## src/rtl/tmr16_pkg.sv

```systemverilog
package tmr16_pkg;
    localparam int BYTE_W  = 8;
    localparam int WORD_W  = 2 * BYTE_W;
    localparam int NREG    = 4;
    localparam int IDX_W   = $clog2(NREG);

    localparam int CNT_IDX  = 0;
    localparam int CMPA_IDX = 1;
    localparam int CMPB_IDX = 2;
    localparam int CAP_IDX  = 3;

    typedef logic [BYTE_W-1:0] byte_t;
    typedef logic [WORD_W-1:0] word_t;

    typedef struct packed {
        byte_t                 hold;
        word_t [NREG-1:0]      regs;
    } bank_t;
endpackage

```

## src/rtl/tmr16_decode.sv

```systemverilog
module tmr16_decode
    import tmr16_pkg::*;
#(
    parameter int ADDR_W    = 4,
    parameter int ADDR_BASE = 0
) (
    input  logic [ADDR_W-1:0] addr,
    output logic              hit,
    output logic              is_hi,
    output logic [IDX_W-1:0]  sel
);
    logic [NREG-1:0] lo_match;
    logic [NREG-1:0] hi_match;

    for (genvar g = 0; g < NREG; g++) begin : g_match
        assign lo_match[g] = (addr == ADDR_W'(ADDR_BASE + 2 * g));
        assign hi_match[g] = (addr == ADDR_W'(ADDR_BASE + 2 * g + 1));
    end

    always_comb begin
        hit   = |{hi_match, lo_match};
        is_hi = |hi_match;
        sel   = '0;
        for (int i = 0; i < NREG; i++) begin
            if (lo_match[i] || hi_match[i]) begin
                sel = IDX_W'(i);
            end
        end
    end
endmodule

```

## src/rtl/tmr16_regfile.sv

```systemverilog
module tmr16_regfile
    import tmr16_pkg::*;
(
    input  logic             clk,
    input  logic             rst,
    input  logic             wr_hi,
    input  logic             wr_lo,
    input  logic             rd_lo,
    input  logic [IDX_W-1:0] sel,
    input  byte_t            wdata,
    input  logic             cnt_inc,
    input  logic             cap_strobe,
    output word_t [NREG-1:0] regs,
    output byte_t            hold
);
    bank_t bank_d;
    bank_t bank_q;

    always_comb begin
        bank_d = bank_q;
        // Shared holding byte: parked high byte on write, frozen high byte on read.
        if (wr_hi) begin
            bank_d.hold = wdata;
        end else if (rd_lo) begin
            bank_d.hold = bank_q.regs[sel][WORD_W-1:BYTE_W];
        end
        for (int i = 0; i < NREG; i++) begin
            if (i == CNT_IDX && cnt_inc) begin
                bank_d.regs[i] = bank_q.regs[i] + 1'b1;
            end
            if (wr_lo && sel == IDX_W'(i)) begin
                bank_d.regs[i] = {bank_q.hold, wdata};
            end
            if (i == CAP_IDX && cap_strobe) begin
                bank_d.regs[i] = bank_q.regs[CNT_IDX];
            end
        end
    end

    always_ff @(posedge clk) begin
        if (rst) begin
            bank_q <= '0;
        end else begin
            bank_q <= bank_d;
        end
    end

    assign regs = bank_q.regs;
    assign hold = bank_q.hold;

    // high-byte write parks data in the holding byte only
    a_r2_hold_loads: assert property (@(posedge clk) disable iff (rst)
        wr_hi |=> hold == $past(wdata));

    // low-byte write to compare A commits the full word
    a_r3_cmpa_commit: assert property (@(posedge clk) disable iff (rst)
        (wr_lo && sel == IDX_W'(CMPA_IDX)) |=> regs[CMPA_IDX] == {$past(hold), $past(wdata)});

    // low-byte read freezes the target's high byte
    a_r4_snapshot: assert property (@(posedge clk) disable iff (rst)
        (rd_lo && !wr_hi) |=> hold == $past(regs[sel][WORD_W-1:BYTE_W]));

    // counter write wins over increment
    a_r7_write_beats_inc: assert property (@(posedge clk) disable iff (rst)
        (wr_lo && sel == IDX_W'(CNT_IDX)) |=> regs[CNT_IDX] == {$past(hold), $past(wdata)});

    // increment alone adds one
    a_r7_increment: assert property (@(posedge clk) disable iff (rst)
        (cnt_inc && !(wr_lo && sel == IDX_W'(CNT_IDX))) |=> regs[CNT_IDX] == $past(regs[CNT_IDX]) + 1'b1);

    // capture takes the pre-edge counter value
    a_r8_capture: assert property (@(posedge clk) disable iff (rst)
        cap_strobe |=> regs[CAP_IDX] == $past(regs[CNT_IDX]));
endmodule

```

## src/rtl/tmr16_byte_bridge.sv

```systemverilog
module tmr16_byte_bridge
    import tmr16_pkg::*;
#(
    parameter int ADDR_W    = 4,
    parameter int ADDR_BASE = 0
) (
    input  logic              clk,
    input  logic              rst,
    input  logic [ADDR_W-1:0] addr,
    input  logic [7:0]        wdata,
    input  logic              wr_en,
    input  logic              rd_en,
    output logic [7:0]        rdata,
    input  logic              cnt_inc,
    input  logic              cap_strobe,
    output logic [15:0]       cnt_val,
    output logic [15:0]       cmp_a,
    output logic [15:0]       cmp_b,
    output logic [15:0]       cap_val
);
    logic             hit;
    logic             is_hi;
    logic [IDX_W-1:0] sel;
    logic             wr_hi;
    logic             wr_lo;
    logic             rd_lo;
    word_t [NREG-1:0] regs;
    byte_t            hold;

    tmr16_decode #(
        .ADDR_W    (ADDR_W),
        .ADDR_BASE (ADDR_BASE)
    ) u_decode (
        .addr  (addr),
        .hit   (hit),
        .is_hi (is_hi),
        .sel   (sel)
    );

    assign wr_hi = wr_en && hit && is_hi;
    assign wr_lo = wr_en && hit && !is_hi;
    assign rd_lo = rd_en && !wr_en && hit && !is_hi;

    tmr16_regfile u_regfile (
        .clk        (clk),
        .rst        (rst),
        .wr_hi      (wr_hi),
        .wr_lo      (wr_lo),
        .rd_lo      (rd_lo),
        .sel        (sel),
        .wdata      (wdata),
        .cnt_inc    (cnt_inc),
        .cap_strobe (cap_strobe),
        .regs       (regs),
        .hold       (hold)
    );

    always_comb begin
        rdata = '0;
        if (rd_en && hit) begin
            rdata = is_hi ? hold : regs[sel][BYTE_W-1:0];
        end
    end

    assign cnt_val = regs[CNT_IDX];
    assign cmp_a   = regs[CMPA_IDX];
    assign cmp_b   = regs[CMPB_IDX];
    assign cap_val = regs[CAP_IDX];

    // unmapped reads return zero
    a_r9_unmapped_zero: assert property (@(posedge clk) disable iff (rst)
        (rd_en && !hit) |-> rdata == '0);

    // unmapped accesses leave every register and the holding byte alone
    a_r9_unmapped_inert: assert property (@(posedge clk) disable iff (rst)
        ((wr_en || rd_en) && !hit && !cnt_inc && !cap_strobe)
        |=> ($stable(regs) && $stable(hold)));

    // a high-byte read leaves the holding byte alone
    a_r5_hi_read_stable: assert property (@(posedge clk) disable iff (rst)
        (rd_en && !wr_en && hit && is_hi) |=> $stable(hold));

    // a read with a concurrent write never snapshots
    a_r10_write_wins: assert property (@(posedge clk) disable iff (rst)
        (wr_en && rd_en && !(hit && is_hi)) |=> $stable(hold));
endmodule

```

## config.mk

```make
export PLATFORM = sky130hd
export DESIGN_NAME = tmr16_byte_bridge
export DESIGN_NICKNAME = d
export VERILOG_FILES = /design/src/rtl/tmr16_pkg.sv /design/src/rtl/tmr16_decode.sv /design/src/rtl/tmr16_regfile.sv /design/src/rtl/tmr16_byte_bridge.sv
export SDC_FILE = /design/constraint.sdc
export NUM_CORES = 1
export LEC_CHECK = 0
export ABC_AREA = 1
export BUFFER_PORTS_ARGS = -buffer_cell sky130_fd_sc_hd__clkbuf_2
export CORE_MARGIN = 1.5
export CORE_UTILIZATION = 48
export DETAILED_ROUTE_END_ITERATION = 7
export PLACE_DENSITY = 0.76
export RECOVER_POWER = 25
export SYNTH_ARGS = -nofsm -noshare
export SYNTH_HDL_FRONTEND = slang
export SYNTH_SLANG_ARGS = --single-unit
```

## constraint.sdc

```tcl
create_clock -name clk -period 1.35 [get_ports clk]
set_input_delay 0.135 -clock clk [delete_from_list [all_inputs] [get_ports clk]]
set_output_delay 0.135 -clock clk [all_outputs]
set_load 0.03 [all_outputs]
```

==> results.py <==
metrics = {
    "final_layout": {
        "layout.nets": 713,
        "layout-drive-gt1-share_pct": 38.8,
        "stdcell_area_mm2": 0.00528,
        "antennaDiodeCount": 0,
        "syn2layout_area_growth_pct": 43.1,
        "fillerInstances": 617,
    },
    "placed_design": {
        "hpwl_um": 9380,
        "placement.cell_area_mm2": 0.00460,
        "post-place-ws_ns": -0.0631,
        "numPortBuffers": 89,
        "routabilityCongestion": 0.943,
    },
    "route": {
        "postRouteWirelength_um": 13300,
        "drtAntennaViolNets": 0,
        "drc_violations": 0,
        "detail_route.first_pass.iterations": 5,
        "vias": 4532,
        "route.detailed.wl_per_inst_um": 16.7,
        "dr.first_iter.drc_count": 336,
        "avgViaCountPerCell": 5.68,
    },
    "power": {
        "power.sequential.fraction_pct": 46.9,
        "internal-power_mw": 3.32,
        "switching_share_pct": 31.0,
        "power_leakage_nw": 2.30,
        "portion_of_total_power_attributed_to_the_clock_network_pct": 34.7,
        "switching_power_mw": 1.49,
        "ir_drop_uv": 466,
        "power.combinational.fraction_pct": 18.4,
        "pwr_density_cell_mw_per_mm2": 912,
    },
    "worst_setup_path": {
        "start_kind": "flip-flop",
        "critPathMaxStageDelay_ns": 0.36,
        "reg2reg_depth": 10,
        "reg2reg_slack_ns": -0.12,
        "timing.critical_path.to_type": "flip-flop",
        "cp.buffers_inverters": 2,
        "crit_fanout": 5,
        "crit_chain": "buf_6 -> ha_4 -> nand3_4 -> nor2_4 -> buf_6 -> nand2_2 -> nand2_1 -> a21oi_1 -> nor2_1 -> nor2_1",
        "data_required_time_of_the_critical_path_ns": 1.60,
        "critical-path-slowest-cell": "sky130_fd_sc_hd__dfxtp_4",
        "crit_type": "reg -> reg",
        "r2r-start": "u_regfile.regs[1]$_SDFFE_PP0P_",
        "timing.critical_path.arrival_ns": 1.72,
        "cell_family_with_most_cp_delay": "simple AND/OR/NAND/NOR gates",
        "worstReg2RegEnd": "u_regfile.regs[8]$_SDFFE_PP0P_",
    },
    "timing": {
        "maxSlewViolCount": 0,
        "tightest_slew_ns": 0.506,
        "max-slew-margin-rel_pct": 66.2,
        "grt_setup_unrepaired": "true",
        "period_minus_slack_ns": 1.47,
        "period_share_pct": 109,
        "finalWorstSetupSlack_ns": -0.120,
        "maxClockFrequency_ghz": 0.680,
        "finalHoldViolCount": 0,
        "finalClockSkew_ns": 0.00939,
        "finalSetupViolations": 14,
    },
    "min_path": {
        "hp-start": "wdata[6]",
        "timing.hold.worst_path_depth": 3,
        "end_point_of_the_worst_hold_path": "u_regfile.regs[54]$_SDFFE_PP0P_",
        "timing.hold.worst.class": "in -> reg",
    },
    "floorplanning": {
        "core_mm2": 0.00733,
        "fp.dieH_um": 90.6,
        "floorplan.initialDensity_pct": 50.3,
        "std_cell_rows": 31,
        "chipWidth_um": 90.6,
        "io_pins": 90,
        "floorplan.die_area_mm2": 0.00821,
    },
    "global_route": {
        "grt_max_degree": 43,
        "congestion_overflow_gr": 0,
        "vias_in_the_first_global_route": 4186,
        "grt_util_all_layers_pct": 32.2,
        "grt_first_pass_wirelength_um": 21000,
        "grt_antenna_before_repair": 0,
    },
    "clock_tree": {
        "clock_sinks": 72,
        "htree_num_levels": 3,
        "insertion_delay_ns": 0.36,
        "ctsLongestPathBuffers": 2,
        "cts_tree": "done",
        "cts_inserted_buffers": 9,
        "clock-root-buffer": "sky130_fd_sc_hd__clkbuf_8",
        "cts-hold-fix-buffers": 0,
        "clock_pin_slew_on_the_worst_setup_and_hold_paths_ns": 0.08,
    },
    "synth": {
        "synthesis.area_per_instance_um2": 6.73,
        "yosys_register_bits": 72,
        "mappedNetlistNets": 567,
        "ys_seq_area_share_pct": 39.1,
        "netlist_area_mm2": 0.00369,
        "yosysUniqueCellTypes": 32,
        "ys_warn_count": 0,
        "syn-instance-count": 548,
    },
    "status": {
        "violations_in_the_final_reports": "setup timing",
        "status": "complete, but fails checks",
    },
    "job": {
        "maxCapViolations": 0,
    },
}
[cell type report]
type	instances	area (um^2)	area share (%)
flip-flops and latches	72	1490	28.3
multi-input cells	391	2160	40.9
well taps	99	124	2.35
inverters	61	229	4.34
repair buffers	159	1080	20.5
clock buffers	11	153	2.89
clock inverters	5	38.8	0.735
[cell usage in the layout, fill, tap and decap left out, types with 2 or more instances in the layout]
master                      Yosys  final
sky130_fd_sc_hd__a31oi_1       17     17
sky130_fd_sc_hd__o21ai_0       62     58
sky130_fd_sc_hd__xor2_1         4      4
sky130_fd_sc_hd__o22ai_1        5      5
sky130_fd_sc_hd__nand3_1       15     12
sky130_fd_sc_hd__o211ai_1       2      2
sky130_fd_sc_hd__inv_1         56     49
sky130_fd_sc_hd__clkbuf_8       0     17
sky130_fd_sc_hd__a21oi_2        0      9
sky130_fd_sc_hd__nand4_1       12     12
sky130_fd_sc_hd__dfxtp_2        0     30
sky130_fd_sc_hd__buf_2          9      2
sky130_fd_sc_hd__buf_12         0      2
sky130_fd_sc_hd__clkbuf_1      13     12
sky130_fd_sc_hd__dfxtp_1       72     38
sky130_fd_sc_hd__clkinv_4       0      2
sky130_fd_sc_hd__o2111ai_2      0      4
sky130_fd_sc_hd__a2bb2oi_2      0      4
sky130_fd_sc_hd__buf_4          2     53
sky130_fd_sc_hd__a21oi_1       56     47
sky130_fd_sc_hd__dfxtp_4        0      4
sky130_fd_sc_hd__nand3b_1       2      2
sky130_fd_sc_hd__nor2_2         3      6
sky130_fd_sc_hd__clkbuf_2       0     72
sky130_fd_sc_hd__nand2_4        1      4
sky130_fd_sc_hd__inv_2          4     12
sky130_fd_sc_hd__nand3_2        1      3
sky130_fd_sc_hd__nand2_2        3     13
sky130_fd_sc_hd__nor2_4         1      6
sky130_fd_sc_hd__nor2_1        33     25
sky130_fd_sc_hd__nand2_1      147    134
sky130_fd_sc_hd__buf_6          0     10
sky130_fd_sc_hd__or2_4          0      5
sky130_fd_sc_hd__o21ai_2        1      2
sky130_fd_sc_hd__o21ai_1        7     10
[sequential cells by signal (all words and copies together) (netlist names)]
signal,flops
u_regfile.regs,64
u_regfile.hold,8
[cell usage after synthesis]
cell                        number  area (um^2)
sky130_fd_sc_hd__nand4_1        12         75.1
sky130_fd_sc_hd__a31oi_1        17          106
sky130_fd_sc_hd__buf_4           2         15.0
sky130_fd_sc_hd__xor2_1          4         35.0
sky130_fd_sc_hd__clkinv_2        1         5.00
sky130_fd_sc_hd__o211ai_1        2         15.0
sky130_fd_sc_hd__nor2_4          1         11.3
sky130_fd_sc_hd__nand3_1        15         75.1
sky130_fd_sc_hd__clkbuf_1       13         48.8
sky130_fd_sc_hd__o211ai_2        1         12.5
sky130_fd_sc_hd__o21ai_2         1         8.76
sky130_fd_sc_hd__nor2_1         33          124
sky130_fd_sc_hd__nand3_2         1         10.0
sky130_fd_sc_hd__nand2_2         3         18.8
sky130_fd_sc_hd__a2bb2oi_1       4         35.0
sky130_fd_sc_hd__o21ai_0        62          310
sky130_fd_sc_hd__nand3b_1        2         15.0
sky130_fd_sc_hd__xnor2_1         2         17.5
sky130_fd_sc_hd__inv_1          56          210
sky130_fd_sc_hd__or2_2           5         31.3
sky130_fd_sc_hd__o22ai_1         5         31.3
sky130_fd_sc_hd__nor2_8          1         20.0
sky130_fd_sc_hd__o21ai_1         7         35.0
sky130_fd_sc_hd__a21oi_1        56          280
sky130_fd_sc_hd__inv_2           4         15.0
sky130_fd_sc_hd__buf_2           9         45.0
sky130_fd_sc_hd__dfxtp_1        72         1440
sky130_fd_sc_hd__o2111ai_1       5         43.8
sky130_fd_sc_hd__nand2_4         1         11.3
sky130_fd_sc_hd__nor2_2          3         18.8
sky130_fd_sc_hd__nand2_1       147          552
sky130_fd_sc_hd__ha_1            1         12.5
[what timing repair did]
action	CTS	global route
setup buffers	18	6
setup endpoints to repair	12	20
gates resized for setup	69	47
endpoints found under the hold margin	0	0
pin swaps	25	25
[worst min-delay path: stages]
cell and delay [ns]:
sky130_fd_sc_hd__clkbuf_2 0.12, sky130_fd_sc_hd__nand2_1 0.08, sky130_fd_sc_hd__a31oi_1 0.08
[power groups by stage]
stage | registers [mW] | clock network [mW] | logic (mW)
after global placement | 2.31 | 0 | 0.730
after detailed placement | 2.31 | 0 | 0.740
after floorplan | 2.40 | 0 | 0.336
after global routing | 2.26 | 1.77 | 0.952
after CTS | 2.25 | 1.66 | 0.846
final | 2.25 | 1.67 | 0.887
[through the flow]
stage | power, mW | setup TNS (ns) | instances | hold slack [ns] | utilization, %
6_report | 4.81 | -1.04 | 798 | 0.0913 | 72.0
5_1_grt | 4.98 | -3.08 | 798 | 0.107 | 72.0
3_3_place_gp | 3.04 | -0.133 | 758 | 0.445 | 62.8
2_1_floorplan | 2.74 | -0.0228 | 548 | 0.296 | -
4_1_cts | 4.76 | -0.943 | 792 | 0.0839 | 70.1
3_5_place_dp | 3.05 | -0.584 | 758 | 0.460 | 62.8
[cells by family after synthesis]
logic type | share of synthesized area, %
simple gates | 26.1
buf+inv | 9.20
compound gates | 23.8
xor+xnor | 1.43
fa+ha+maj | 0.339
flops | 39.1
[metal layers]
metal	global-route usage [%]	routed length, um	vias up
li1	-	-	2121
met1	41.1	5300	2082
met2	53.4	6350	275
met3	5.13	1120	54
met4	14.2	526	0
met5	0	0	-
[worst max path at each step]
stage                                         startpoint                         endpoint  slack, ns  depth (start not counted)
after floorplan           u_regfile.regs[8]$_SDFFE_PP0P_  u_regfile.regs[10]$_SDFFE_PP0P_      -0.02                          7
after global placement                           addr[1]                         rdata[1]      -0.08                          9
after detailed placement                         addr[1]                         rdata[1]      -0.06                          9
after CTS                 u_regfile.regs[1]$_SDFFE_PP0P_                         rdata[1]      -0.12                          5
after global routing      u_regfile.regs[1]$_SDFFE_PP0P_   u_regfile.regs[8]$_SDFFE_PP0P_      -0.19                         10
final                     u_regfile.regs[1]$_SDFFE_PP0P_   u_regfile.regs[8]$_SDFFE_PP0P_      -0.12                         10
Note: power is estimated with default switching activity, not from simulation.
